[src/rtl/irq_bank_pkg.sv]
`timescale 1ns/1ps
package irq_bank_pkg;

    localparam int SRC_COUNT = 13;

    // Fixed source positions; software decodes these bit indices.
    typedef enum int {
        SRC_RX_TRIG     = 0,
        SRC_RX_EMPTY    = 1,
        SRC_RX_FULL     = 2,
        SRC_TX_EMPTY    = 3,
        SRC_TX_FULL     = 4,
        SRC_RX_OVERRUN  = 5,
        SRC_RX_FRAMING  = 6,
        SRC_RX_PARITY   = 7,
        SRC_RX_TIMEOUT  = 8,
        SRC_MODEM_CHG   = 9,
        SRC_TX_TRIG     = 10,
        SRC_TX_NFULL    = 11,
        SRC_TX_OVERRUN  = 12
    } src_pos_e;

    // Mask bit next state: clear has priority over set.
    function automatic logic mask_bit_next(logic cur, logic set_b, logic clr_b);
        logic nxt;
        nxt = cur;
        if (set_b) nxt = 1'b1;
        if (clr_b) nxt = 1'b0;
        return nxt;
    endfunction

    // Sticky bit next state: an arriving event has priority over a clear.
    function automatic logic sticky_bit_next(logic cur, logic evt_b, logic clr_b);
        logic nxt;
        nxt = cur;
        if (clr_b) nxt = 1'b0;
        if (evt_b) nxt = 1'b1;
        return nxt;
    endfunction

endpackage

[src/rtl/irq_mask_reg.sv]
`timescale 1ns/1ps
module irq_mask_reg #(
    parameter int SRC_W = irq_bank_pkg::SRC_COUNT
) (
    input  logic             clk_i,
    input  logic             rst_i,
    input  logic             set_wr_i,
    input  logic [SRC_W-1:0] set_data_i,
    input  logic             clr_wr_i,
    input  logic [SRC_W-1:0] clr_data_i,
    output logic [SRC_W-1:0] mask_o
);
    import irq_bank_pkg::*;

    logic [SRC_W-1:0] set_vec;
    logic [SRC_W-1:0] clr_vec;

    assign set_vec = set_wr_i ? set_data_i : '0;
    assign clr_vec = clr_wr_i ? clr_data_i : '0;

    for (genvar b = 0; b < SRC_W; b++) begin : g_bit
        logic q;
        always_ff @(posedge clk_i) begin
            if (rst_i) begin
                q <= 1'b0;
            end else begin
                q <= mask_bit_next(q, set_vec[b], clr_vec[b]);
            end
        end
        assign mask_o[b] = q;
    end

endmodule

[src/rtl/irq_status_reg.sv]
`timescale 1ns/1ps
module irq_status_reg #(
    parameter int SRC_W = irq_bank_pkg::SRC_COUNT
) (
    input  logic             clk_i,
    input  logic             rst_i,
    input  logic [SRC_W-1:0] evt_i,
    input  logic             clr_wr_i,
    input  logic [SRC_W-1:0] clr_data_i,
    output logic [SRC_W-1:0] status_o
);
    import irq_bank_pkg::*;

    logic [SRC_W-1:0] clr_vec;

    assign clr_vec = clr_wr_i ? clr_data_i : '0;

    for (genvar b = 0; b < SRC_W; b++) begin : g_bit
        logic q;
        always_ff @(posedge clk_i) begin
            if (rst_i) begin
                q <= 1'b0;
            end else begin
                q <= sticky_bit_next(q, evt_i[b], clr_vec[b]);
            end
        end
        assign status_o[b] = q;
    end

endmodule

[src/rtl/irq_combine.sv]
`timescale 1ns/1ps
module irq_combine #(
    parameter int SRC_W = irq_bank_pkg::SRC_COUNT
) (
    input  logic [SRC_W-1:0] status_i,
    input  logic [SRC_W-1:0] mask_i,
    output logic             irq_o
);
    logic [SRC_W-1:0] pending;

    assign pending = status_i & mask_i;
    assign irq_o   = |pending;

endmodule

[src/rtl/irq_bank.sv]
`timescale 1ns/1ps
module irq_bank #(
    parameter int SRC_W = irq_bank_pkg::SRC_COUNT
) (
    input  logic             clk_i,
    input  logic             rst_i,
    input  logic [SRC_W-1:0] evt_i,
    input  logic             en_wr_i,
    input  logic [SRC_W-1:0] en_data_i,
    input  logic             dis_wr_i,
    input  logic [SRC_W-1:0] dis_data_i,
    input  logic             sts_wr_i,
    input  logic [SRC_W-1:0] sts_data_i,
    output logic [SRC_W-1:0] mask_o,
    output logic [SRC_W-1:0] status_o,
    output logic             irq_o
);
    logic [SRC_W-1:0] mask_q;
    logic [SRC_W-1:0] status_q;

    irq_mask_reg #(.SRC_W(SRC_W)) u_mask (
        .clk_i      (clk_i),
        .rst_i      (rst_i),
        .set_wr_i   (en_wr_i),
        .set_data_i (en_data_i),
        .clr_wr_i   (dis_wr_i),
        .clr_data_i (dis_data_i),
        .mask_o     (mask_q)
    );

    irq_status_reg #(.SRC_W(SRC_W)) u_status (
        .clk_i      (clk_i),
        .rst_i      (rst_i),
        .evt_i      (evt_i),
        .clr_wr_i   (sts_wr_i),
        .clr_data_i (sts_data_i),
        .status_o   (status_q)
    );

    irq_combine #(.SRC_W(SRC_W)) u_comb (
        .status_i (status_q),
        .mask_i   (mask_q),
        .irq_o    (irq_o)
    );

    assign mask_o   = mask_q;
    assign status_o = status_q;

endmodule

[config.mk]
export PLATFORM = sky130hd
export DESIGN_NAME = irq_bank
export DESIGN_NICKNAME = d
export VERILOG_FILES = /design/src/rtl/irq_bank_pkg.sv /design/src/rtl/irq_mask_reg.sv /design/src/rtl/irq_status_reg.sv /design/src/rtl/irq_combine.sv /design/src/rtl/irq_bank.sv
export SDC_FILE = /design/constraint.sdc
export NUM_CORES = 1
export LEC_CHECK = 0
export ABC_AREA = 0
export CORE_ASPECT_RATIO = 1.4
export CORE_MARGIN = 3
export CORE_UTILIZATION = 34
export CTS_CLUSTER_SIZE = 16
export DETAILED_ROUTE_END_ITERATION = 12
export PLACE_DENSITY_LB_ADDON = 0.05
export SETUP_SLACK_MARGIN = 0.2
export SYNTH_ARGS = -nofsm -noshare
export SYNTH_HDL_FRONTEND = slang
export SYNTH_SLANG_ARGS = --single-unit
[constraint.sdc]
create_clock -name clk_i -period 1.6 [get_ports clk_i]
set_clock_uncertainty 0.2 [all_clocks]
set_input_delay 0.48 -clock clk_i [delete_from_list [all_inputs] [get_ports clk_i]]
set_output_delay 0.48 -clock clk_i [all_outputs]
set_load 0.1 [all_outputs]
==> results.tsv, run 1 <==
stage	metric	value	unit
outcome	failing checks	setup timing	
yosys	Seq/Total Area, Yosys	45.76	%
detailed_routing	remaining antenna violation count	0	
clock_tree	TritonCTS clock tree	yes	
pwr	worst vdd rail ir drop	0.4836	mV
yosys	syn nets	188	
clock_tree	CTS Hold Bufs	0	
setup_path	required time worst endpoint	920	ps
die	Die Area	4085	µm²
detailed_routing	via count	1269	
timing	Slew HR	78.24	%
grt	largest net degree at the start of global routing	27	
grt	initial antenna violation count	0	
setup_path	CP Capture Type	output port	
timing	min setup slack post-route	-476.8	ps
outcome	status	finished, violations left	
yosys	yosys warns	0	
setup_path	CP Data Arrival Time	1400	ps
die	Boundary Pins	84	
yosys	Synth area leaders	dfxtp_1 46%, buf_4 17%, a21oi_1 11%	
layout	layout cells sized above 1	42.92	%
timing	Hold Fails Final Rpt	0	
die	Initial Util	36.07	%
timing	unrepaired setup endpoints after global routing	yes	
layout	post-layout util	81.55	%
timing	shortest period the worst path allows	2077	ps
clock_tree	TritonCTS buffer count	3	
detailed_routing	wire length per cell	16.72	µm
placed_design	Placed Cells	251	
layout	area grow syn2layout	126.1	%
yosys	top post-synthesis cells by count	26 x a21oi_1, 26 x buf_4, 26 x dfxtp_1	
yosys	share of the synthesized area in the top cell type	45.76	%
layout	final antenna diode count	0	
setup_path	crit path kind	register to output port	
placed_design	Place WS	-188.9	ps
die	Core Box Area	3153	µm²
timing	fin. max-slew vios	0	
layout	# fillers	194	
timing	FMAX	481.5	MHz
yosys	Syn Area/Cell	8.682	µm²
clock_tree	clock sinks	26	
clock_tree	clock root cell	clkbuf_8	
yosys	Synth Cell Area	1137	µm²
job	maximum capacitance violations	0	
detailed_routing	DR pass1 iterations	4	
yosys	Syn Inst Count	131	
yosys	largest area contributor in the netlist	dfxtp_1	
placed_design	GPL Wtd Cong	0.6663	
clock_tree	latest clock arrival within the worst-skew pair	260	ps
layout	Storage cell area	554.3	µm²
timing	Tcrit/Tclk final	129.8	%
detailed_routing	Post-route DRC	0	
yosys	Top FF cell, synth	dfxtp_1	
yosys	library cells used by synthesis	15	
yosys	EDFF count, synth	0	
timing	worst slew pin tran	326.4	ps
detailed_routing	DRT iter0 DRCs	31	
setup_path	largest fanout on the critical path	2	
placed_design	I/O Buffers	83	
yosys	Yosys reg bits	26	
die	Site Rows	24	
pwr	Pwr Density	788.3	nW/µm²
detailed_routing	vias per cell	4.919	
timing	# setup viols final	2	
layout	design area	2571	µm²
pwr	Pleak	1.051	nW
yosys	post-synthesis async set-or-reset flop share	0	%
hold_path	Hold Crit Class	register to register	
placed_design	Post-DP HPWL	3062	µm
setup_path	crit path launch type	register	
clock_tree	clock transition at the registers of the reported paths	80	ps
detailed_routing	routed wire length	4314	µm
clock_tree	CTS HTree Levels	1	
placed_design	placed cell area	2338	µm²
clock_tree	clk buf depth	2	
layout	Final Non-Filler Cells	258	
grt	remaining global-route overflow	0	
layout	multi-input logic area	419.2	µm²
grt	vias in the first global route	1372	
grt	first-pass GRT wire length	6423	µm
die	Die Width	54.88	µm
die	Die H	74.44	µm
layout	nets	278	
timing	smallest hold slack	400.0	ps
grt	global-route usage over all layers	22.11	%
## placed cells by master, fill, tap and decap left out, drive strengths merged
cell and count:
and3 1, nand2 13, a21oi 26, a221oi 1
buf 60, a22o 1, a211oi 13, nand3 1
clkbuf 3, a22oi 3, dlygate4sd2 1, bufbuf 1
clkdlybuf4s50 54, a222oi 1, dfxtp 26, clkdlybuf4s15 1
nor2 13
## layout make-up
class	instances	share of cell area, %
Clock buffer	3	1.606
Multi-Input combinational cell	73	16.30
Sequential cell	26	21.56
Tap cell	39	1.898
Timing Repair Buffer	117	58.64
## repair_timing
item,4_1_cts,5_1_grt
buffers inserted,1,2
endpoints found under the setup margin,50,29
cloned,1,0
gates resized for setup,50,6
## worst paths after layout
kind                            cells after the start  slack, ps            startpoint              endpoint
worst max-delay path                                4       -480   u_status.g_bit[3].q                 irq_o
worst min-delay path                                3        400  u_status.g_bit[10].q  u_status.g_bit[10].q
worst max register to register                      4        520   u_status.g_bit[2].q   u_status.g_bit[2].q
worst min register to register                      3        400  u_status.g_bit[10].q  u_status.g_bit[10].q
## where the power goes
group / leakage, nW / switching, mW / internal [mW]
clock: 0.0216 / 0.190 / 0.168
combinational: 0.806 / 0.502 / 0.437
sequential: 0.224 / 0.0335 / 0.696
total: 1.05 / 0.725 / 1.30
## state kept, by name, indices dropped and copies added, names as in the netlist
| name | flops |
|---|---|
| u_mask.g_bit.q | 13 |
| u_status.g_bit.q | 13 |
## layer usage
metal  up-vias  global-route usage, %  share of wire [%]
met4         0                  7.479                1.6
met3         8                  4.208                7.1
li1        618                      -                  -
met1       587                  22.99                 34
met5         -                      0                  0
met2        56                  41.97                 57
## logic make-up after synthesis
family / count (synthesis) / share of synthesized area, %
buf+inv: 32 / 20.24
flops: 26 / 45.76
simple gates: 28 / 9.571
compound gates: 45 / 24.42
## worst max-delay path: stages, from the launching register on
cell	delay [ps]
dfxtp_2	330
a222oi_1	290
and3_1	240
nand3_4	90
buf_12	180
## metrics by stage
stage	power (mW)	setup TNS, ps
final	2.027	-483.5
after global routing	2.101	-623.1
after CTS	2.030	-510.6
after detailed placement	1.620	-2966
after global placement	1.607	-2236
after floorplan	1.219	-176.9
No activity file was read; power rests on OpenSTA's default activity.
==> run 2, diff against run 1 <==
- CORE_UTILIZATION: 34 -> 36
- GPL_TIMING_DRIVEN: not set -> 0
- SETUP_SLACK_MARGIN: 0.2 -> 0.15
- clock period: 1.6 -> 2.6 ns (I/O delays scaled with it)
==> run 2 against run 1 <==
The run now ends clean. Register-to-register slack better by 1100 ps. Clock power down 28%. Largest power group unchanged. Combinational power shrank 52%. Core utilization is 9.2 points lower. Hold slack lost 92 ps. Design area down 17%. Non-clock buffer count fell by 2. Sequential power is 39% lower. Sequential share of layout area is 3.1 points higher. Power down 43%. Global-route usage fell by 3.5 points.
==> results.tsv, run 2 (same netlist as run 1, synthesis figures left out) <==
stage	metric	value	unit	change
setup_path	largest fanout on the critical path	3		was 2
detailed_routing	routed wire length	3492	µm	was 4314 µm
pwr	worst vdd rail ir drop	0.4093	mV	was 0.4836 mV
setup_path	crit path launch type	register		unchanged
grt	remaining global-route overflow	0		unchanged
clock_tree	CTS HTree Levels	1		unchanged
setup_path	CP peak stage delay	340	ps	was 330 ps
hold_path	Hold Crit Class	register to register		unchanged
clock_tree	clock root cell	clkbuf_8		unchanged
detailed_routing	via count	1213		was 1269
grt	global-route usage over all layers	18.65	%	was 22.11%
setup_path	required time worst endpoint	1620	ps	was 920 ps
layout	most frequent cells in the layout	55 x clkdlybuf4s50_1, 27 x buf_4, 26 x a21oi_1, 26 x clkdlybuf4s15_2, 24 x dfxtp_1		was 54 x clkdlybuf4s50_1, 30 x buf_12, 25 x a21oi_1, 24 x buf_6, 24 x dfxtp_2
layout	nets	276		was 278
die	Die Width	53.51	µm	was 54.88 µm
die	Site Rows	23		was 24
setup_path	cell family with most CP delay	compound AO/OA/AOI/OAI gates		was flip-flops
timing	# setup viols final	0		was 2
detailed_routing	remaining antenna violation count	0		unchanged
timing	Slew HR	62.79	%	was 78.24%
setup_path	CP Data Arrival Time	1400	ps	about the same
setup_path	Buf/Inv on CP	1		unchanged
setup_path	CP Capture Type	output port		unchanged
timing	min setup slack post-route	223.8	ps	was -476.8 ps
job	maximum capacitance violations	0		unchanged
grt	largest net degree at the start of global routing	15		was 27
clock_tree	clock transition at the registers of the reported paths	90	ps	was 80 ps
detailed_routing	Post-route DRC	0		unchanged
timing	worst slew pin tran	560.8	ps	was 326.4 ps
setup_path	crit path kind	register to output port		unchanged
timing	smallest hold slack	307.7	ps	was 400.0 ps
layout	post-layout util	72.34	%	was 81.55%
detailed_routing	wire length per cell	13.69	µm	was 16.72 µm
setup_path	FF-to-FF Start	u_mask.g_bit[9].q		was u_status.g_bit[2].q
detailed_routing	DRT iter0 DRCs	15		was 31
placed_design	I/O Buffers	82		was 83
detailed_routing	DR pass1 iterations	4		unchanged
timing	Tcrit/Tclk final	91.39	%	
hold_path	min-delay src	u_status.g_bit[3].q		was u_status.g_bit[10].q
detailed_routing	vias per cell	4.757		was 4.919
die	Initial Util	38.75	%	was 36.07%
setup_path	crit path from	u_status.g_bit[9].q		was u_status.g_bit[3].q
timing	fin. max-slew vios	0		unchanged
pwr	Pwr Density	543.5	nW/µm²	was 788.3 nW/µm²
grt	initial antenna violation count	0		unchanged
placed_design	Place WS	-309.8	ps	was -188.9 ps
clock_tree	clk buf depth	2		unchanged
setup_path	crit-path cells	a22o_1 > a221oi_2 > nand3_2 > buf_12		was a222oi_1 > and3_1 > nand3_4 > buf_12
timing	FMAX	420.8	MHz	
layout	top flop regs	u_mask.g_bit.q: 13 flops, u_status.g_bit.q: 13 flops		unchanged
layout	area grow syn2layout	86.69	%	was 126.1%
timing	shortest period the worst path allows	2376	ps	
setup_path	Crit-path slowest cell	dfxtp_1		was dfxtp_2
layout	design area	2123	µm²	was 2571 µm²
placed_design	placed cell area	2009	µm²	was 2338 µm²
layout	layout cells sized above 1	30.73	%	was 42.92%
clock_tree	latest clock arrival within the worst-skew pair	270	ps	was 260 ps
grt	first-pass GRT wire length	5319	µm	was 6423 µm
layout	commonest non-fill, non-tap cell in the layout	clkdlybuf4s50_1		unchanged
die	Core Box Area	2935	µm²	was 3153 µm²
timing	Hold Fails Final Rpt	0		unchanged
placed_design	Post-DP HPWL	2853	µm	was 3062 µm
placed_design	GPL Wtd Cong	0.6813		was 0.6663
die	Die Area	3879	µm²	was 4085 µm²
timing	unrepaired setup endpoints after global routing	yes		unchanged
clock_tree	TritonCTS buffer count	3		unchanged
clock_tree	clock sinks	26		unchanged
die	Die H	72.51	µm	was 74.44 µm
outcome	status	completed		was finished, violations left
clock_tree	TritonCTS clock tree	yes		unchanged
die	Boundary Pins	84		unchanged
grt	vias in the first global route	1222		was 1372
pwr	Pleak	0.8631	nW	was 1.051 nW
layout	final antenna diode count	0		unchanged
## run 2: path summary, 6_finish.rpt
check	end	depth (start not counted)	slack (ps)
worst min-delay path	u_status.g_bit[3].q	2	310
worst max-delay path	irq_o	4	220
worst min register to register	u_status.g_bit[3].q	2	310
worst max register to register	u_mask.g_bit[9].q	2	1630
## run 2: per-layer routing
metal / routed length, µm / vias to the layer above / share of wire [%] / GRT usage [%]
li1: - / 612 / - / -
met1: 1284 / 548 / 37 / 19.10
met2: 1939 / 49 / 56 / 36.70
met3: 242 / 4 / 6.9 / 3.080
met4: 25 / 0 / 0.72 / 5.114
met5: 0 / - / 0 / 0
## run 2: final cells by class
cell class / count / area [µm²]
Sequential cell: 26 / 523.0
Fill cell: 241 / 812.0
Buffer: 32 / 230.2
Multi-Input combinational cell: 73 / 397.9
Timing Repair Buffer: 83 / 870.8
Clock buffer: 4 / 55.05
Tap cell: 37 / 46.29
## run 2: timing repair
action / CTS / global route
buffers inserted: 0 / 1
setup endpoints to repair: 27 / 1
gates resized for setup: 83 / 8
pin swaps: 0 / 2
hold buffers: 0 / 0
## run 2: report_power, final
part | switching [mW] | internal (mW) | total, mW | leakage (nW)
Combinational | 0.276 | 0.173 | 0.450 | 0.618
Clock | 0.123 | 0.135 | 0.258 | 0.0288
Sequential | 0.0219 | 0.424 | 0.446 | 0.216
## run 2: metrics by stage
stage	instances	setup TNS, ps	total power [mW]
after global placement	250	-293.3	0.8954
after CTS	254	0	1.146
after floorplan	131	0	0.7455
final	255	0	1.154
after global routing	255	0	1.199
after detailed placement	250	-309.8	0.9020
## run 2: tightest hold or removal path: cells and delay by family (launching register included)
family	cells	cell delay [ps]
flip-flops	1	340
AND/OR/NAND/NOR	1	70
AO/OA/AOI/OAI	1	60
